[src/rtl/wdg_pkg.sv]
package wdg_pkg;

    localparam int PRE_W = 8;
    localparam int SEL_W = 4;

    typedef enum logic [1:0] {
        PM_RUN   = 2'b00,
        PM_IDLE  = 2'b01,
        PM_SLEEP = 2'b10,
        PM_RSVD  = 2'b11
    } pmode_e;

    typedef struct packed {
        logic wake;
        logic rst;
    } tout_s;

    function automatic logic cpu_halted(pmode_e m);
        return (m == PM_IDLE) || (m == PM_SLEEP);
    endfunction

    function automatic tout_s route_tout(logic fire, pmode_e m);
        tout_s r;
        r.wake = fire &  cpu_halted(m);
        r.rst  = fire & ~cpu_halted(m);
        return r;
    endfunction

endpackage

[src/rtl/wdg_prescaler.sv]
module wdg_prescaler #(
    parameter int W = 8
) (
    input  logic clk,
    input  logic rst,
    input  logic clr,
    input  logic tick,
    output logic carry
);
    logic [W-1:0] cnt_q;

    always_ff @(posedge clk) begin
        if (rst || clr) begin
            cnt_q <= '0;
        end else if (tick) begin
            cnt_q <= cnt_q + W'(1);
        end
    end

    assign carry = tick & ~clr & (&cnt_q);
endmodule

[src/rtl/wdg_postscaler.sv]
module wdg_postscaler #(
    parameter int SEL_W  = 4,
    parameter int POST_W = (1 << SEL_W) - 1
) (
    input  logic             clk,
    input  logic             rst,
    input  logic             clr,
    input  logic             carry,
    input  logic [SEL_W-1:0] sel,
    output logic             fire
);
    logic [POST_W-1:0] cnt_q;
    logic [POST_W-1:0] mask;

    for (genvar i = 0; i < POST_W; i++) begin : g_mask
        assign mask[i] = (sel > SEL_W'(i));
    end

    assign fire = carry & ((cnt_q & mask) == mask);

    always_ff @(posedge clk) begin
        if (rst || clr || fire) begin
            cnt_q <= '0;
        end else if (carry) begin
            cnt_q <= cnt_q + POST_W'(1);
        end
    end
endmodule

[src/rtl/wdg_router.sv]
module wdg_router
    import wdg_pkg::*;
(
    input  logic   clk,
    input  logic   rst,
    input  logic   fire,
    input  pmode_e mode,
    output logic   wake_pulse,
    output logic   reset_pulse
);
    tout_s nxt, q;

    always_comb nxt = route_tout(fire, mode);

    always_ff @(posedge clk) begin
        if (rst) q <= '0;
        else     q <= nxt;
    end

    assign wake_pulse  = q.wake;
    assign reset_pulse = q.rst;
endmodule

[src/rtl/mode_watchdog.sv]
module mode_watchdog
    import wdg_pkg::*;
#(
    parameter int PRE_BITS = wdg_pkg::PRE_W,
    parameter int SEL_BITS = wdg_pkg::SEL_W
) (
    input  logic                clk,
    input  logic                rst,
    input  logic                rc_tick,
    input  logic                wdt_en,
    input  logic                clr_strobe,
    input  logic                sleep_strobe,
    input  logic                clk_lost,
    input  logic                fscm_en,
    input  logic [1:0]          mode_in,
    input  logic [SEL_BITS-1:0] post_sel,
    output logic                wake_pulse,
    output logic                reset_pulse,
    output logic                keep_rc_on
);
    localparam int POST_BITS = (1 << SEL_BITS) - 1;

    logic   restart;
    logic   pre_carry;
    logic   fire;
    pmode_e mode;

    assign mode    = pmode_e'(mode_in);
    assign restart = clr_strobe | sleep_strobe | (clk_lost & fscm_en) | ~wdt_en;

    wdg_prescaler #(.W(PRE_BITS)) u_pre (
        .clk   (clk),
        .rst   (rst),
        .clr   (restart),
        .tick  (rc_tick),
        .carry (pre_carry)
    );

    wdg_postscaler #(.SEL_W(SEL_BITS), .POST_W(POST_BITS)) u_post (
        .clk   (clk),
        .rst   (rst),
        .clr   (restart),
        .carry (pre_carry),
        .sel   (post_sel),
        .fire  (fire)
    );

    wdg_router u_route (
        .clk         (clk),
        .rst         (rst),
        .fire        (fire),
        .mode        (mode),
        .wake_pulse  (wake_pulse),
        .reset_pulse (reset_pulse)
    );

    assign keep_rc_on = wdt_en | fscm_en;
endmodule

[config.mk]
export PLATFORM = sky130hd
export DESIGN_NAME = mode_watchdog
export DESIGN_NICKNAME = d
export VERILOG_FILES = /design/src/rtl/wdg_pkg.sv /design/src/rtl/wdg_prescaler.sv /design/src/rtl/wdg_postscaler.sv /design/src/rtl/wdg_router.sv /design/src/rtl/mode_watchdog.sv
export SDC_FILE = /design/constraint.sdc
export NUM_CORES = 1
export LEC_CHECK = 0
export BUFFER_PORTS_ARGS = -buffer_cell sky130_fd_sc_hd__buf_2
export CORE_AREA = 2 2 55 62
export CTS_CLUSTER_DIAMETER = 40
export DETAILED_ROUTE_END_ITERATION = 8
export DIE_AREA = 0 0 57 64
export MAX_ROUTING_LAYER = met4
export PLACE_DENSITY = 0.71
export SLEW_MARGIN = 5
export SYNTH_ARGS = -nofsm -noshare
export SYNTH_HDL_FRONTEND = slang
export SYNTH_SLANG_ARGS = --single-unit
[constraint.sdc]
create_clock -name clk -period 4.8 [get_ports clk]
set_input_delay 0.24 -clock clk [delete_from_list [all_inputs] [get_ports clk]]
set_output_delay 0.24 -clock clk [all_outputs]
set_load 0.03 [all_outputs]
==> summary.txt, run 1 <==
crit path cell chain -> ha_1, and4_4, nand4_4, nor2_2, o2111a_4, nor3b_2
Final Skew -> 0.001859 ns
Max Slew Vio Count -> 0
Synth top area share -> 33.93%
first-pass GRT wire length -> 4.767 mm
Clock Pin Slew Worst Setup and Hold Paths -> 0.13 ns
post-synthesis sequential area ratio -> 33.93%
Clk Latency, worst-skew pair -> 0.32 ns
clock tree sinks -> 25
# fillers -> 296
largest net degree at the start of global routing -> 24
critical path startpoint category -> register
number of routed nets with antenna violations -> 0
Post-Syn Area per Cell -> 9.705 um^2
CTS tree -> yes
worst hold path depth -> 2
Routed WL -> 2.762 mm
share of layout cells above drive strength 1 -> 30.91%
worst path bufs/invs -> 0
CP delay by family, top -> simple AND/OR/NAND/NOR gates
crit end category -> register
nets@finish -> 182
Total GRT Usage -> 16.79%
hpwl dp -> 2.028 mm
final hold viol count -> 0
Final Cycle Share -> 43.59%
Buffers on Ports -> 16
total CTS buffers -> 3
slowest stage delay, CP -> 0.44 ns
antenna violations before repair -> 0
ys async rst share -> 0%
PwrDens -> 204.7 mW/mm^2
Syn Std Cell Area -> 0.001475 mm^2
Crit-path slowest cell -> o2111a_4
Longest Clk Path Bufs -> 2
setup TNS -> 0 ns
Data required, critical path -> 5.06 ns
Root Driver -> clkbuf_4
total power -> 321.7 uW
maximum VDD drop -> 0.1787 mV
# hold bufs at CTS -> 0
min-delay src -> rst
Area Growth Syn to Fin -> 6.531%
RSZ-0062 raised after global routing -> false
# resized after CTS -> 0
grt ovf -> 0
Setup CP Type -> register to register
DIE WIDTH -> 57 um
row count -> 21
final core occ -> 52.46%
Worst Hold Endpoint -> u_route.reset_pulse
Core Region -> 0.002995 mm^2
# DRC -> 0
vias -> 1,116
Hold WC Path Type -> input pin to register
reg2reg setup slack -> 2.71 ns
register area -> 500.5 um^2
H-tree Lvls -> 1
die height -> 64 um
Synth area leaders -> dfxtp_1 (34%), xnor2_1 (10%), nor3_2 (9.5%)
Gate Count Post-Synth -> 152
worst slew pin tran -> 0.6539 ns
Most used DFF post-synth -> dfxtp_1
EDFF count, synth -> 0
synthesized flop and latch total -> 25
drt first-iter violations -> 29
post-synth top area cell -> dfxtp_1
Setup-failing EPs final -> 0
count of unique library cells instantiated by Yosys -> 38
drt pass-1 iters -> 4
Max-Cap Viols -> 0
I/O pins -> 17
CP Max Fanout -> 17
YS warnings -> 0
WHS -> 0.09308 ns
Placer Congestion -> 0.8903
status -> complete, no violations
syn nets -> 168
CP arrival -> 2.35 ns
wire per inst -> 13.88 um
worst r2r path cells -> 6
worst r2r dst -> u_route.reset_pulse
leakage power -> 0.0004839 uW
die area -> 0.003648 mm^2
Fmax -> 477.9 MHz
initial core utilization -> 49.25%
Reg2Reg Launch Point -> u_pre.cnt_q[0]
Slew Limit Headroom -> 56.30%
Vias per Instance -> 5.608
postcts setup bufs -> 0
min Tclk post-route -> 2.092 ns
area of the multi-input gates -> 903.4 um^2
vias in the first global route -> 1,117
antenna diode count -> 0
-- layout make-up --
cell class,instances,share of cell area [%]
multi-input cells,115,57.48
clock buffers,4,1.672
flip-flops and latches,25,31.85
repair buffers,16,5.096
well taps,34,2.707
inverters,5,1.194
-- layout by cell type (no fill, tap or decap), types with 2 or more instances in the layout --
| cell type | n |
|---|---|
| buf_2 | 16 |
| nand2_1 | 11 |
| nor3_2 | 14 |
| dfxtp_1 | 25 |
| a21oi_1 | 4 |
| and3_1 | 3 |
| or2_2 | 2 |
| nor3_1 | 3 |
| mux2i_1 | 2 |
| nor2_1 | 12 |
| ha_1 | 2 |
| nor4_1 | 3 |
| inv_1 | 5 |
| xnor2_1 | 17 |
| nand2b_1 | 3 |
| clkbuf_4 | 3 |
| nor4_2 | 9 |
| xor2_1 | 5 |
| nand4_1 | 4 |
| nand3_1 | 4 |
| and4_1 | 2 |
-- Yosys cell counts (4+ instances only) --
library cell / n
dfxtp_1: 25
nand2_1: 11
a21oi_1: 4
xor2_1: 5
nand4_1: 4
nor4_2: 9
xnor2_1: 17
nor2_1: 12
nand3_1: 4
nor3_2: 14
inv_1: 5
-- metal layers --
layer	share of wire [%]	vias to the layer above	GRT usage [%]	wire (um)
met2	50	10	27.30	1387
met3	2.1	4	1.822	57
met5	0	-	-	0
li1	-	566	-	-
met4	1.3	0	8.140	37
met1	46	536	20.60	1279
-- how the worst max path moves through the flow --
stage | start | endpoint | depth (start not counted)
global placement | u_pre.cnt_q[0] | u_route.reset_pulse | 6
finish | u_pre.cnt_q[0] | u_route.reset_pulse | 6
CTS | u_pre.cnt_q[0] | u_route.reset_pulse | 6
detailed placement | u_pre.cnt_q[0] | u_route.reset_pulse | 6
floorplan | u_pre.cnt_q[0] | u_post.cnt_q[1] | 7
global route | u_pre.cnt_q[0] | u_route.reset_pulse | 6
-- worst reg2reg max path, stage by stage, from the launching register on --
cell and delay, ns:
dfxtp_1 0.40, ha_1 0.18, and4_4 0.27, nand4_4 0.27, nor2_2 0.27, o2111a_4 0.44
nor3b_2 0.21
-- per-stage QoR --
stage                     setup slack (ns)  cells  area (um^2)
final                                2.708    199         1572
after global placement               2.834    195         1545
after floorplan                      3.113    152         1475
after detailed placement             2.703    195         1545
after global routing                 2.558    199         1572
after CTS                            2.687    199         1572
-- cells by family (layout without fill, tap and decap cells) --
family                     count (synthesis)  count (layout)  share of synthesized area [%]
AOI/OAI and AO/OA                         11              11                          6.361
DFF                                       25              25                          33.93
adders and majority gates                  3               3                          2.459
xor gates and xnor gates                  22              22                          13.06
buffers and inverters                     12              25                          4.835
and+or+nand+nor                           77              77                          38.00
muxes                                      2               2                          1.357
-- registers in the layout, indices dropped and copies added, names as in the netlist --
register,count
u_pre.cnt_q,8
u_post.cnt_q,15
u_route.reset_pulse,1
u_route.wake_pulse,1
-- power breakdown --
part / total, uW / switching, uW / internal (uW) / leakage, uW
clock network: 93.0 / 60.5 / 32.5 / 0.0000150
registers: 208 / 0.125 / 208 / 0.000201
logic: 20.9 / 12.9 / 8.06 / 0.000268
Power figures use the tool's default switching activity.
==> run 2: changes to the inputs <==
- ABC_AREA: not set -> 1
- PLACE_DENSITY: 0.71 -> 0.69
- clock period: 4.8 -> 2.14 ns (I/O delays scaled with it)
==> summary.txt, run 2 <==
row count -> 21 (unchanged)
count of unique library cells instantiated by Yosys -> 20 (was 38)
DIE WIDTH -> 57 um (unchanged)
EDFF count, synth -> 0 (unchanged)
Slew Limit Headroom -> 72.32% (was 56.30%)
grt ovf -> 0 (unchanged)
clock tree sinks -> 25 (unchanged)
die area -> 0.003648 mm^2 (unchanged)
nets@finish -> 260 (was 182)
# hold bufs at CTS -> 0 (unchanged)
post-synthesis sequential area ratio -> 34.93% (was 33.93%)
Reg2Reg Launch Point -> u_post.cnt_q[0] (was u_pre.cnt_q[0])
slowest stage delay, CP -> 0.47 ns (was 0.44 ns)
leading cell type in the layout, fill and taps excluded -> nand2_1 (was dfxtp_1)
final hold viol count -> 0 (unchanged)
YS warnings -> 0 (unchanged)
die height -> 64 um (unchanged)
switch share -> 24.98% (was 22.85%)
Hold WC Path Type -> input pin to register (unchanged)
most common cell in the netlist -> nand2_1 (was dfxtp_1)
I/O pins -> 17 (unchanged)
Top reg by flops -> u_post.cnt_q (unchanged)
WHS -> 0.02553 ns (was 0.09308 ns)
Data required, critical path -> 2.38 ns (was 5.06 ns)
Most used DFF post-synth -> dfxtp_1 (unchanged)
Post-Place Cells -> 273 (was 195)
Root Driver -> clkbuf_4 (unchanged)
CP Max Fanout -> 7 (was 17)
worst r2r dst -> u_post.cnt_q[12] (was u_route.reset_pulse)
ys async rst share -> 0% (unchanged)
combinational group share of total power -> 6.9% (was 6.5%)
worst slew pin tran -> 0.4120 ns (was 0.6539 ns)
capture point of the worst path -> u_post.cnt_q[12] (was u_route.reset_pulse)
Total GRT Usage -> 18.15% (was 16.79%)
critical path startpoint -> u_post.cnt_q[0] (was u_pre.cnt_q[0])
# resized after CTS -> 0 (unchanged)
biggest regs -> u_post.cnt_q: 15 flops, u_pre.cnt_q: 8 flops (unchanged)
Final Skew -> 0.01600 ns (was 0.001859 ns)
# DRC -> 0 (unchanged)
postcts setup bufs -> 0 (unchanged)
Max-Cap Viols -> 0 (unchanged)
Routed WL -> 2.806 mm (was 2.762 mm)
Core Region -> 0.002995 mm^2 (unchanged)
power share of the clock group -> 30.4% (was 28.9%)
Syn Std Cell Area -> 0.001433 mm^2 (was 0.001475 mm^2)
share of layout cells above drive strength 1 -> 9.877% (was 30.91%)
critical path startpoint category -> register (unchanged)
wire per inst -> 10.13 um (was 13.88 um)
Area Growth Syn to Fin -> 9.083% (was 6.531%)
leakage power -> 0.0006455 uW (was 0.0004839 uW)
total CTS buffers -> 3 (unchanged)
antenna diode count -> 0 (unchanged)
largest net degree at the start of global routing -> 16 (was 24)
synthesized flop and latch total -> 25 (unchanged)
status -> complete, no violations (unchanged)
Sw Pwr -> 185.8 uW (was 73.49 uW)
Post-Syn Area per Cell -> 6.367 um^2 (was 9.705 um^2)
Int Power -> 557.9 uW (was 248.2 uW)
crit end category -> register (unchanged)
Fmax -> 589.3 MHz (was 477.9 MHz)
reg2reg setup slack -> 0.44 ns (was 2.71 ns)
CTS tree -> yes (unchanged)
Post-synth top cells -> nand2_1 (56), nor2_1 (40), inv_1 (39) (was dfxtp_1 (25), xnor2_1 (17), nor3_2 (14))
PwrDens -> 475.9 mW/mm^2 (was 204.7 mW/mm^2)
most frequent cells in the layout -> nand2_1 (56), nor2_1 (40), inv_1 (39), dfxtp_1 (25), nand3_1 (18) (was dfxtp_1 (25), xnor2_1 (17), buf_2 (16), nor3_2 (14), nor2_1 (12))
H-tree Lvls -> 1 (unchanged)
Buffers on Ports -> 16 (unchanged)
drt pass-1 iters -> 4 (unchanged)
number of routed nets with antenna violations -> 0 (unchanged)
Crit-path slowest cell -> dfxtp_1 (was o2111a_4)
post-synth top area cell -> dfxtp_1 (unchanged)
syn nets -> 241 (was 168)
vias -> 1,342 (was 1,116)
RSZ-0062 raised after global routing -> false (unchanged)
Clock Pin Slew Worst Setup and Hold Paths -> 0.15 ns (was 0.13 ns)
Place WS -> 0.4645 ns (was 2.703 ns)
Clk Latency, worst-skew pair -> 0.34 ns (was 0.32 ns)
Vias per Instance -> 4.845 (was 5.608)
max reg flops -> 15 (unchanged)
crit path cell chain -> ha_1, inv_1, nor2_1, nand2_1, nor2_1, nand3_1, xor2_1, nor2_1 (was ha_1, and4_4, nand4_4, nor2_2, o2111a_4, nor3b_2)
vias in the first global route -> 1,262 (was 1,117)
Synth area leaders -> dfxtp_1 (35%), nand2_1 (15%), nor2_1 (10%) (was dfxtp_1 (34%), xnor2_1 (10%), nor3_2 (9.5%))
maximum VDD drop -> 0.2950 mV (was 0.1787 mV)
worst r2r path cells -> 8 (was 6)
Max Slew Vio Count -> 0 (unchanged)
hpwl dp -> 2.204 mm (was 2.028 mm)
Placer Congestion -> 0.8942 (was 0.8903)
setup slack after layout -> 0.4430 ns (was 2.708 ns)
Final Cycle Share -> 79.30% (was 43.59%)
setup TNS -> 0 ns (unchanged)
Non-Filler Instances -> 277 (was 199)
Longest Clk Path Bufs -> 2 (unchanged)
min Tclk post-route -> 1.697 ns (was 2.092 ns)
Synth top area share -> 34.93% (was 33.93%)
Setup CP Type -> register to register (unchanged)
antenna violations before repair -> 0 (unchanged)
Flop pwr share -> 62.7% (was 64.6%)
drt first-iter violations -> 52 (was 29)
Gate Count Post-Synth -> 225 (was 152)
critical path's most frequent cell -> nor2_1
first-pass GRT wire length -> 5.168 mm (was 4.767 mm)
CP arrival -> 1.94 ns (was 2.35 ns)
initial core utilization -> 47.83% (was 49.25%)
Setup-failing EPs final -> 0 (unchanged)
[run 2: worst min path at each step]
| stage | depth (start not counted) | slack, ns | startpoint | end |
|---|---|---|---|---|
| floorplan | 2 | 0.26 | rc_tick | u_pre.cnt_q[1] |
| global placement | 3 | 0.38 | mode_in[1] | u_route.wake_pulse |
| detailed placement | 3 | 0.39 | mode_in[1] | u_route.wake_pulse |
| CTS | 4 | 0.02 | mode_in[1] | u_route.reset_pulse |
| global route | 3 | 0.06 | mode_in[1] | u_route.wake_pulse |
| finish | 4 | 0.03 | mode_in[1] | u_route.reset_pulse |
[run 2: critical path: cells and delay by family, from the launching register on]
| kind | cells | cell delay, ns |
|---|---|---|
| buffers and inverters | 1 | 0.04 |
| and+or+nand+nor | 5 | 0.73 |
| xor gates and xnor gates | 1 | 0.17 |
| adders and majority gates | 1 | 0.20 |
| DFF | 1 | 0.47 |
[run 2: power groups by stage]
stage | logic (uW) | clock network (uW) | registers, uW
floorplan | 28.4 | 0 | 476
global placement | 51.0 | 0 | 476
detailed placement | 51.4 | 0 | 476
CTS | 51.7 | 236 | 466
global route | 60.0 | 247 | 466
finish | 51.4 | 226 | 466
[run 2: stage by stage]
| stage | utilization [%] | cell area [um^2] | power (uW) |
|---|---|---|---|
| final | 52.17 | 1563 | 743.7 |
| after global routing | 52.17 | 1563 | 773.8 |
| after CTS | 52.17 | 1563 | 754.3 |
| after detailed placement | 51.17 | 1533 | 527.5 |
| after global placement | 51.17 | 1533 | 527.2 |
| after floorplan | - | 1433 | 504.5 |
[run 2: final cells by class]
| type | instances | area [um^2] |
|---|---|---|
| clock buffers | 3 | 22.52 |
| clock inverters | 1 | 7.507 |
| flip-flops and latches | 25 | 500.5 |
| well taps | 34 | 42.54 |
| multi-input cells | 158 | 755.7 |
| repair buffers | 17 | 87.58 |
| fillers | 329 | 1433 |
| inverters | 39 | 146.4 |
[run 2: routing by layer]
metal	GRT usage (%)	part of all wire (%)	vias up	wire length, um
li1	-	-	721	-
met1	21.96	48	588	1346
met2	30.32	46	28	1290
met5	-	0	-	0
met4	7.849	1.9	0	54
met3	2.024	4.1	5	114
[run 2: kinds of logic (layout without fill, tap and decap cells)]
logic type      count (synthesis)  after routing  synth area share, %
flops                          25             25                34.93
fa+ha+maj                       2              2                1.746
mux                             1              1               0.6987
compound gates                 12             12                4.192
buf+inv                        42             60                12.31
simple gates                  129            129                37.56
xor+xnor                       14             14                8.559
